<file path="config.mk">
export PLATFORM = sky130hd
export DESIGN_NAME = nand_bus_ctrl
export DESIGN_NICKNAME = d
export VERILOG_FILES = /design/src/rtl/nand_bus_pkg.sv /design/src/rtl/nand_rb_sync.sv /design/src/rtl/nand_cycle_engine.sv /design/src/rtl/nand_ctl_regs.sv /design/src/rtl/nand_bus_ctrl.sv
export SDC_FILE = /design/constraint.sdc
export NUM_CORES = 1
export LEC_CHECK = 0
export ABC_CLOCK_PERIOD_IN_PS = 6510
export CAP_MARGIN = 0
export CORE_ASPECT_RATIO = 0.5
export CORE_MARGIN = 1.5
export CORE_UTILIZATION = 69
export DETAILED_ROUTE_END_ITERATION = 12
export DONT_BUFFER_PORTS = 1
export GPL_ROUTABILITY_DRIVEN = 0
export GPL_TIMING_DRIVEN = 1
export HOLD_SLACK_MARGIN = 0.06
export PLACE_DENSITY = 0.82
export SYNTH_ARGS = -nofsm -noshare
export SYNTH_HDL_FRONTEND = slang
export SYNTH_HIERARCHICAL = 1
export SYNTH_SLANG_ARGS = --single-unit
</file>
<file path="constraint.sdc">
create_clock -name clk -period 6.51 [get_ports clk]
set_clock_uncertainty 0.1 [all_clocks]
set_input_delay 1.302 -clock clk [delete_from_list [all_inputs] [get_ports clk]]
set_output_delay 1.302 -clock clk [all_outputs]
set_load 0.005 [all_outputs]
</file>
<file path="src/rtl/nand_bus_pkg.sv">
package nand_bus_pkg;
  localparam int unsigned TF_W = 4;

  typedef enum logic [1:0] {OP_CMD, OP_ADDR, OP_WR, OP_RD} nand_op_e;
  typedef enum logic [2:0] {PH_IDLE, PH_SETUP, PH_STROBE, PH_HOLD, PH_WAIT} nand_phase_e;

  typedef struct packed {
    logic [TF_W-1:0] setup;
    logic [TF_W-1:0] hold;
    logic [TF_W-1:0] width;
    logic [TF_W-1:0] rwait;
  } phase_times_t;

  localparam logic [3:0] REG_DATA = 4'd0;
  localparam logic [3:0] REG_ADDR = 4'd1;
  localparam logic [3:0] REG_CMD  = 4'd2;
  localparam logic [3:0] REG_CTRL = 4'd4;
  localparam logic [3:0] REG_CFG  = 4'd5;
  localparam logic [3:0] REG_STAT = 4'd6;
  localparam logic [3:0] REG_INT  = 4'd7;
  localparam logic [3:0] REG_IEN  = 4'd8;
  localparam logic [3:0] REG_IMSK = 4'd9;
  localparam logic [3:0] REG_ICLR = 4'd10;
  localparam logic [3:0] REG_TIME = 4'd11;
  localparam logic [3:0] REG_TCNT = 4'd12;
endpackage

</file>
<file path="src/rtl/nand_rb_sync.sv">
module nand_rb_sync #(
  parameter int unsigned STAGES = 2
) (
  input  logic clk,
  input  logic rst_n,
  input  logic pin_i,
  output logic sync_o
);
  logic [STAGES-1:0] stg_q;

  generate
    for (genvar i = 0; i < STAGES; i++) begin : g_stage
      always_ff @(posedge clk or negedge rst_n) begin
        if (!rst_n) stg_q[i] <= 1'b1;
        else if (i == 0) stg_q[i] <= pin_i;
        else stg_q[i] <= stg_q[(i == 0) ? 0 : i-1];
      end
    end
  endgenerate

  assign sync_o = stg_q[STAGES-1];
endmodule

</file>
<file path="src/rtl/nand_cycle_engine.sv">
module nand_cycle_engine
  import nand_bus_pkg::*;
(
  input  logic         clk,
  input  logic         rst_n,
  input  logic         start_i,
  input  nand_op_e     op_i,
  input  logic [7:0]   byte_i,
  input  phase_times_t times_i,
  input  logic [7:0]   io_in_i,
  output logic         busy_o,
  output logic         done_o,
  output nand_op_e     op_o,
  output logic [7:0]   rd_byte_o,
  output logic         cle_o,
  output logic         ale_o,
  output logic         we_n_o,
  output logic         re_n_o,
  output logic         io_oe_o,
  output logic [7:0]   io_out_o
);
  nand_phase_e     phase_q, phase_d;
  logic [TF_W-1:0] cnt_q, cnt_d, len_m1;
  nand_op_e        op_q;
  logic [7:0]      byte_q, rd_q;
  phase_times_t    tim_q;
  logic            last, lat_en, cap_en, active;

  function automatic logic [TF_W-1:0] min1_m1(input logic [TF_W-1:0] f);
    return (f == '0) ? '0 : f - 1'b1;
  endfunction

  always_comb begin
    case (phase_q)
      PH_SETUP:  len_m1 = min1_m1(tim_q.setup);
      PH_STROBE: len_m1 = min1_m1(tim_q.width);
      PH_HOLD:   len_m1 = min1_m1(tim_q.hold);
      PH_WAIT:   len_m1 = tim_q.rwait - 1'b1;
      default:   len_m1 = '0;
    endcase
    last = (cnt_q == len_m1);
  end

  always_comb begin
    phase_d = phase_q;
    cnt_d   = cnt_q;
    done_o  = 1'b0;
    case (phase_q)
      PH_IDLE: if (start_i) begin phase_d = PH_SETUP; cnt_d = '0; end
      PH_SETUP: begin
        if (last) begin phase_d = PH_STROBE; cnt_d = '0; end
        else cnt_d = cnt_q + 1'b1;
      end
      PH_STROBE: begin
        if (last) begin phase_d = PH_HOLD; cnt_d = '0; end
        else cnt_d = cnt_q + 1'b1;
      end
      PH_HOLD: begin
        if (last) begin
          cnt_d = '0;
          if (tim_q.rwait != '0) phase_d = PH_WAIT;
          else begin phase_d = PH_IDLE; done_o = 1'b1; end
        end else cnt_d = cnt_q + 1'b1;
      end
      PH_WAIT: begin
        if (last) begin phase_d = PH_IDLE; cnt_d = '0; done_o = 1'b1; end
        else cnt_d = cnt_q + 1'b1;
      end
      default: phase_d = PH_IDLE;
    endcase
  end

  assign lat_en = start_i && (phase_q == PH_IDLE);
  assign cap_en = (phase_q == PH_STROBE) && last && (op_q == OP_RD);

  always_ff @(posedge clk or negedge rst_n) begin
    if (!rst_n) begin
      phase_q <= PH_IDLE;
      cnt_q   <= '0;
    end else begin
      phase_q <= phase_d;
      cnt_q   <= cnt_d;
    end
  end

  always_ff @(posedge clk or negedge rst_n) begin
    if (!rst_n) begin
      op_q   <= OP_CMD;
      byte_q <= '0;
      tim_q  <= '0;
    end else if (lat_en) begin
      op_q   <= op_i;
      byte_q <= byte_i;
      tim_q  <= times_i;
    end
  end

  always_ff @(posedge clk or negedge rst_n) begin
    if (!rst_n) rd_q <= '0;
    else if (cap_en) rd_q <= io_in_i;
  end

  assign active    = (phase_q == PH_SETUP) || (phase_q == PH_STROBE) || (phase_q == PH_HOLD);
  assign busy_o    = (phase_q != PH_IDLE);
  assign op_o      = op_q;
  assign rd_byte_o = rd_q;
  assign cle_o     = active && (op_q == OP_CMD);
  assign ale_o     = active && (op_q == OP_ADDR);
  assign we_n_o    = !((phase_q == PH_STROBE) && (op_q != OP_RD));
  assign re_n_o    = !((phase_q == PH_STROBE) && (op_q == OP_RD));
  assign io_oe_o   = active && (op_q != OP_RD);
  assign io_out_o  = byte_q;

  p_strobe_after_setup_r6: assert property (@(posedge clk) disable iff (!rst_n)
    (phase_q == PH_STROBE && cnt_q == '0) |-> ($past(phase_q) == PH_SETUP));
  p_byte_steady_r4: assert property (@(posedge clk) disable iff (!rst_n)
    (io_oe_o && $past(io_oe_o)) |-> $stable(io_out_o));
  p_done_to_idle_r7: assert property (@(posedge clk) disable iff (!rst_n)
    done_o |=> (phase_q == PH_IDLE));
endmodule

</file>
<file path="src/rtl/nand_ctl_regs.sv">
module nand_ctl_regs
  import nand_bus_pkg::*;
#(
  parameter int unsigned TC_W = 16
) (
  input  logic        clk,
  input  logic        rst_n,
  input  logic        wr_en_i,
  input  logic [3:0]  addr_i,
  input  logic [31:0] wdata_i,
  input  logic        byte_done_i,
  input  logic        rb_sync_i,
  input  logic        busy_i,
  input  logic [7:0]  rd_byte_i,
  output logic [31:0] rdata_o,
  output logic        ce_hold_o,
  output logic [31:0] tac_o,
  output logic        irq_o
);
  localparam int unsigned CFG_W = 6;
  localparam int unsigned INT_W = 2;

  logic [CFG_W-1:0] cfg_q, cfg_d;
  logic [31:0]      tac_q, tac_d;
  logic [INT_W-1:0] ien_q, ien_d, int_q, int_d, int_set;
  logic [TC_W-1:0]  tc_q, tc_d;
  logic             rbp_q, soft_rst, wr_tc, tc_hit;

  assign soft_rst = wr_en_i && (addr_i == REG_CTRL) && wdata_i[2];
  assign wr_tc    = wr_en_i && (addr_i == REG_TCNT);
  assign tc_hit   = byte_done_i && (tc_q == TC_W'(1)) && !wr_tc;

  always_comb begin
    cfg_d = cfg_q;
    tac_d = tac_q;
    ien_d = ien_q;
    tc_d  = tc_q;
    int_set = {tc_hit, rb_sync_i && !rbp_q};
    int_d = int_q;
    if (wr_en_i && addr_i == REG_CFG)  cfg_d = wdata_i[CFG_W-1:0];
    if (wr_en_i && addr_i == REG_TIME) tac_d = wdata_i;
    if (wr_en_i && addr_i == REG_IEN)  ien_d = wdata_i[INT_W-1:0];
    if (wr_tc) tc_d = wdata_i[TC_W-1:0];
    else if (byte_done_i && tc_q != '0) tc_d = tc_q - 1'b1;
    if (wr_en_i && addr_i == REG_ICLR) int_d = int_d & ~wdata_i[INT_W-1:0];
    int_d = int_d | int_set;
    if (soft_rst) begin
      cfg_d = '0; tac_d = '0; ien_d = '0; tc_d = '0; int_d = '0;
    end
  end

  always_ff @(posedge clk or negedge rst_n) begin
    if (!rst_n) begin
      cfg_q <= '0;
      tac_q <= '0;
      ien_q <= '0;
      int_q <= '0;
      tc_q  <= '0;
      rbp_q <= 1'b1;
    end else begin
      cfg_q <= cfg_d;
      tac_q <= tac_d;
      ien_q <= ien_d;
      int_q <= int_d;
      tc_q  <= tc_d;
      rbp_q <= rb_sync_i;
    end
  end

  always_comb begin
    case (addr_i)
      REG_DATA: rdata_o = {24'd0, rd_byte_i};
      REG_CFG:  rdata_o = 32'(cfg_q);
      REG_STAT: rdata_o = {31'd0, rb_sync_i && !busy_i};
      REG_INT:  rdata_o = 32'(int_q);
      REG_IEN:  rdata_o = 32'(ien_q);
      REG_IMSK: rdata_o = 32'(int_q & ien_q);
      REG_TIME: rdata_o = tac_q;
      REG_TCNT: rdata_o = 32'(tc_q);
      default:  rdata_o = '0;
    endcase
  end

  assign ce_hold_o = cfg_q[5];
  assign tac_o     = tac_q;
  assign irq_o     = |(int_q & ien_q);

  p_tc_step_r10: assert property (@(posedge clk) disable iff (!rst_n)
    (byte_done_i && tc_q != '0 && !wr_en_i) |=> (tc_q == $past(tc_q) - 1'b1));
  p_tc_flag_r10: assert property (@(posedge clk) disable iff (!rst_n)
    $rose(int_q[1]) |-> ($past(tc_q) == TC_W'(1)));
endmodule

</file>
<file path="src/rtl/nand_bus_ctrl.sv">
module nand_bus_ctrl
  import nand_bus_pkg::*;
#(
  parameter int unsigned TC_W    = 16,
  parameter int unsigned SYNC_N  = 2
) (
  input  logic        clk,
  input  logic        rst_n,
  input  logic        bus_req,
  input  logic        bus_we,
  input  logic [3:0]  bus_addr,
  input  logic [31:0] bus_wdata,
  output logic [31:0] bus_rdata,
  output logic        bus_ack,
  output logic        nand_ce_n,
  output logic        nand_cle,
  output logic        nand_ale,
  output logic        nand_we_n,
  output logic        nand_re_n,
  output logic [7:0]  nand_io_out,
  output logic        nand_io_oe,
  input  logic [7:0]  nand_io_in,
  input  logic        nand_rb,
  output logic        irq
);
  localparam int unsigned HALF = 16;

  logic         busy, done, rb_sync, ce_hold, rd_pend_q, rd_pend_d;
  logic         wr_acc, rd_start, start, cyc_reg, byte_done;
  logic [7:0]   rd_byte;
  logic [31:0]  tac;
  nand_op_e     op_sel, eng_op;
  phase_times_t t_sel;

  assign cyc_reg  = (bus_addr == REG_DATA) || (bus_addr == REG_ADDR) || (bus_addr == REG_CMD);
  assign wr_acc   = bus_req && bus_we && !busy;
  assign rd_start = bus_req && !bus_we && (bus_addr == REG_DATA) && !busy && !rd_pend_q;
  assign start    = (wr_acc && cyc_reg) || rd_start;

  always_comb begin
    if (!bus_we)                  op_sel = OP_RD;
    else if (bus_addr == REG_CMD) op_sel = OP_CMD;
    else if (bus_addr == REG_ADDR) op_sel = OP_ADDR;
    else                          op_sel = OP_WR;
  end

  always_comb begin
    logic [HALF-1:0] h;
    h = (op_sel == OP_RD) ? tac[HALF-1:0] : tac[2*HALF-1:HALF];
    t_sel.setup = h[3:0];
    t_sel.hold  = h[7:4];
    t_sel.width = h[11:8];
    t_sel.rwait = h[15:12];
  end

  always_comb begin
    rd_pend_d = rd_pend_q;
    if (rd_start) rd_pend_d = 1'b1;
    else if (done) rd_pend_d = 1'b0;
  end

  always_ff @(posedge clk or negedge rst_n) begin
    if (!rst_n) rd_pend_q <= 1'b0;
    else rd_pend_q <= rd_pend_d;
  end

  assign bus_ack   = wr_acc || (bus_req && !bus_we && bus_addr != REG_DATA) || (rd_pend_q && done);
  assign byte_done = done && (eng_op == OP_WR || eng_op == OP_RD);

  nand_rb_sync #(.STAGES(SYNC_N)) u_sync (
    .clk(clk), .rst_n(rst_n), .pin_i(nand_rb), .sync_o(rb_sync)
  );

  nand_cycle_engine u_eng (
    .clk(clk), .rst_n(rst_n), .start_i(start), .op_i(op_sel),
    .byte_i(bus_wdata[7:0]), .times_i(t_sel), .io_in_i(nand_io_in),
    .busy_o(busy), .done_o(done), .op_o(eng_op), .rd_byte_o(rd_byte),
    .cle_o(nand_cle), .ale_o(nand_ale), .we_n_o(nand_we_n), .re_n_o(nand_re_n),
    .io_oe_o(nand_io_oe), .io_out_o(nand_io_out)
  );

  nand_ctl_regs #(.TC_W(TC_W)) u_regs (
    .clk(clk), .rst_n(rst_n), .wr_en_i(wr_acc), .addr_i(bus_addr),
    .wdata_i(bus_wdata), .byte_done_i(byte_done), .rb_sync_i(rb_sync),
    .busy_i(busy), .rd_byte_i(rd_byte), .rdata_o(bus_rdata),
    .ce_hold_o(ce_hold), .tac_o(tac), .irq_o(irq)
  );

  assign nand_ce_n = !(ce_hold || busy);

  p_ce_with_strobe_r9: assert property (@(posedge clk) disable iff (!rst_n)
    (!nand_we_n || !nand_re_n) |-> !nand_ce_n);
  p_read_ack_end_r5: assert property (@(posedge clk) disable iff (!rst_n)
    (bus_ack && !bus_we && bus_addr == REG_DATA) |=> !busy);
endmodule

</file>
==> results.yml <==
cells_and_area:
  fillCellCount: 594
  diodes: 0
  final-instance-count-excl-fill: 725
  layout-drive-gt1-share_pct: 15.33
  final_core_util_pct: 76.22
  fin_nets: 668
  area_growth_pct: 5.084
sta:
  fmax_mhz: 227.4
  drv_slew: 0
  setup_violations: 0
  rsz0062_at_grt: "no"
  max-slew-margin-rel_pct: 27.67
  tns_ns: 0
  final_hold_viol_count: 0
  worst_slew_pin_slew_ns: 1.078
  min_period_over_period_pct: 67.56
  fin_crit_ns: 4.398
logic_synthesis:
  ys_ff_latch: 103
  synth_ff_type: "dfrtp_1"
  synthTopCellsByArea: "dfrtp_1 42%, nand2_1 7.1%, mux2_2 7.1%, a21oi_1 4.2%, ha_1 2.3%"
  yosys.area.top_type_share_pct: 42.36
  postSynth.asyncResetShare_pct: 100.0
  syn_nets: 685
  synth_largest_area_cell: "dfrtp_1"
  synth_edf_count: 0
  synth_area_um2: 5907
  ys_types: 71
  yosys_warnings: 6
  syn-mean-instance-area_um2: 9.451
  yosysSeqAreaShare_pct: 43.70
  synthCells: 625
global_route:
  grt_pass1_vias: 4561
  grt_pass1_wl_um: 24300
  grt_max_degree: 104
  grt_remaining_overflow: 0
  track_usage_pct: 35.53
  antenna_found_initial: 0
worst_hold_path:
  holdCritPathClass: "reg2reg"
place:
  portBuffers: 0
  dpl.cell_count: 709
  dp_hpwl_um: 10950
detailed_routing:
  vias: 4946
  drc: 0
  firstDrtPassIters: 7
  final_antenna_net_count: 0
  drtIter0Drc: 661
  wirelength_um: 15760
  viasPerCell: 6.822
  wire_per_inst_um: 21.73
floorplanning:
  design.die.area_um2: 9159
  core.rowCount: 23
  die_h_um: 68.43
  ios: 97
  start_util_pct: 72.53
  core_area_um2: 8144
  die_w_um: 133.9
pwr:
  power.switching_mw: 1.046
  switching_share_pct: 39.26
  combinationalPowerShare_pct: 38.9
  max-vdd-ir-drop_mv: 0.2468
  power_leakage_nw: 2.687
  power.density_nw_per_um2: 429.3
  p_int_mw: 1.618
  clockPowerShare_pct: 18.5
  p_seq_share_pct: 42.7
clock_tree:
  cts-root-buf: "clkbuf_16"
  tritoncts: "built"
  clk_latency_ns: 0.35
  htreeDepth: 3
  cts_setup_buffers: 0
  ctsResizeCount: 0
  path_clk_slew_ns: 0.07
  cts_max_path_buffers: 2
  cts_sinks: 103
  cts_inserted_buffers: 9
  ctsHoldBuffers: 0
worst_setup_path:
  slowest_stage: "or4_4"
  cpPeakStageDelay_ns: 0.54
  worstSetupStartpointType: "flop"
  cp_max_fo: 7
  cp_cell_sequence: "inv_1 > ha_1 > nor3b_4 > o32ai_2 > or4_4 > a22oi_4 > nand3_2 > a21oi_1 > a211oi_1 > a22oi_1"
  cp.arrival_ns: 3.00
  path_class: "reg2out"
  crit_buf_inv: 1
  crit_required_ns: 5.11
  crit_path_end_kind: "output port"
  path_delay_family: "compound AO/OA/AOI/OAI gates"
flow_run:
  maxCapViolCount: 0
outcome:
  status: "complete, no violations"
## power groups by stage
| stage | logic (mW) | clock network (mW) | registers [mW] |
|---|---|---|---|
| detailed placement | 1.01 | 0 | 1.13 |
| global route | 1.15 | 0.518 | 1.17 |
| floorplan | 0.857 | 0 | 1.03 |
| CTS | 1.02 | 0.497 | 1.12 |
| global placement | 0.980 | 0 | 1.12 |
| finish | 1.04 | 0.493 | 1.14 |
## worst paths after layout
check                                                 start  slack (ns)                     endpoint  cells after the start
worst max-delay path            u_eng/tim_q[12]$_DFFE_PN0P_        2.11                      bus_ack                     10
worst min-delay path              u_sync/stg_q[0]$_DFF_PN1_        0.28      u_sync/sync_o$_DFF_PN1_                      0
worst max register to register  u_eng/tim_q[12]$_DFFE_PN0P_        2.58  u_regs/tc_q[12]$_DFFE_PN0P_                     13
worst min register to register    u_sync/stg_q[0]$_DFF_PN1_        0.28      u_sync/sync_o$_DFF_PN1_                      0
max in group asynchronous                             rst_n        5.53      u_sync/sync_o$_DFF_PN1_                      0
min in group asynchronous                             rst_n        0.54   u_eng/cnt_q[3]$_DFFE_PN0P_                      0
## Yosys cell counts, types with 5 or more instances
cell,n
a21oi_1,50
a222oi_1,6
a22o_1,10
a22oi_1,6
a32o_1,9
and2_1,20
clkbuf_1,27
dfrtp_1,100
ha_1,11
inv_1,21
mux2_2,37
mux2_4,8
nand2_1,111
nand3_1,19
nand3b_1,5
nand4_1,6
nor2_1,31
nor3_1,14
o211ai_1,5
o21ai_0,16
o21ai_1,12
o31ai_1,7
or4_1,6
xnor2_1,5
## cell usage in the layout, fill, tap and decap left out, types with 3 or more instances in the layout
cell type,n
o211ai_1,5
or4_4,4
mux2_2,37
a222oi_1,6
nor3b_1,3
a21oi_1,50
or3_1,3
o31ai_1,7
a22oi_1,6
nor2_2,4
dfstp_2,3
nor2_1,28
nand4_1,6
a32o_1,9
o21ai_0,16
dfrtp_1,100
nand3b_1,5
or3b_1,3
ha_1,11
inv_1,21
clkbuf_16,9
a211oi_1,3
buf_4,6
and2_1,20
nor4_1,4
mux2_4,8
or4_1,6
nor2b_1,4
mux2i_1,3
nor3_1,13
clkinvlp_4,3
o21ai_1,12
xnor2_1,5
a22o_1,10
nand3_1,19
xor2_1,4
nand2_1,111
## metal layers
metal  vias to the layer above  wire (µm)  track usage (%)
met5                         -          0           0.5556
met4                         0        234            9.375
met3                        29       1803            10.22
met2                       307       6839            53.99
met1                      2396       6877            50.33
li1                       2214          -                -
## sequential cells by signal (all words and copies together), names as in the netlist
name / flops
rd_pend_q: 1
u_eng/cnt_q: 4
u_eng/io_out_o: 8
u_eng/op_o: 2
u_eng/phase_q: 3
u_eng/rd_byte_o: 8
u_eng/tim_q: 16
u_regs/cfg_q: 6
u_regs/ien_q: 2
u_regs/int_q: 2
u_regs/rbp_q: 1
u_regs/tac_o: 32
u_regs/tc_q: 16
u_sync/stg_q: 1
u_sync/sync_o: 1
## cell type report
type | count | area (µm²) | share of cell area [%]
clock buffer | 11 | 232.7 | 3.749
clock inverter | 5 | 36.28 | 0.5846
inverter | 21 | 78.83 | 1.270
multi-input combinational | 467 | 3093 | 49.83
sequential | 103 | 2581 | 41.58
tap | 112 | 140.1 | 2.258
timing repair buffer | 6 | 45.04 | 0.7257
## logic make-up after synthesis
logic type | Yosys count | share of synthesized area (%)
compound gates | 149 | 17.41
simple gates | 249 | 21.29
buf+inv | 55 | 4.152
flops | 103 | 43.70
xor+xnor | 9 | 1.334
fa+ha+maj | 11 | 2.330
mux | 49 | 9.786
## through the flow
step / worst slack (ns) / power (mW) / hold slack (ns) / instance area [µm²]
6_report: 2.112 / 2.664 / 0.2755 / 6207
5_1_grt: 1.855 / 2.830 / 0.2817 / 6207
4_1_cts: 2.113 / 2.638 / 0.2744 / 6207
3_5_place_dp: 2.506 / 2.138 / 0.2597 / 5938
3_3_place_gp: 2.566 / 2.098 / 0.2563 / 5938
2_1_floorplan: 2.600 / 1.891 / 0.2452 / 5907
(Power assumes the default switching activity.)
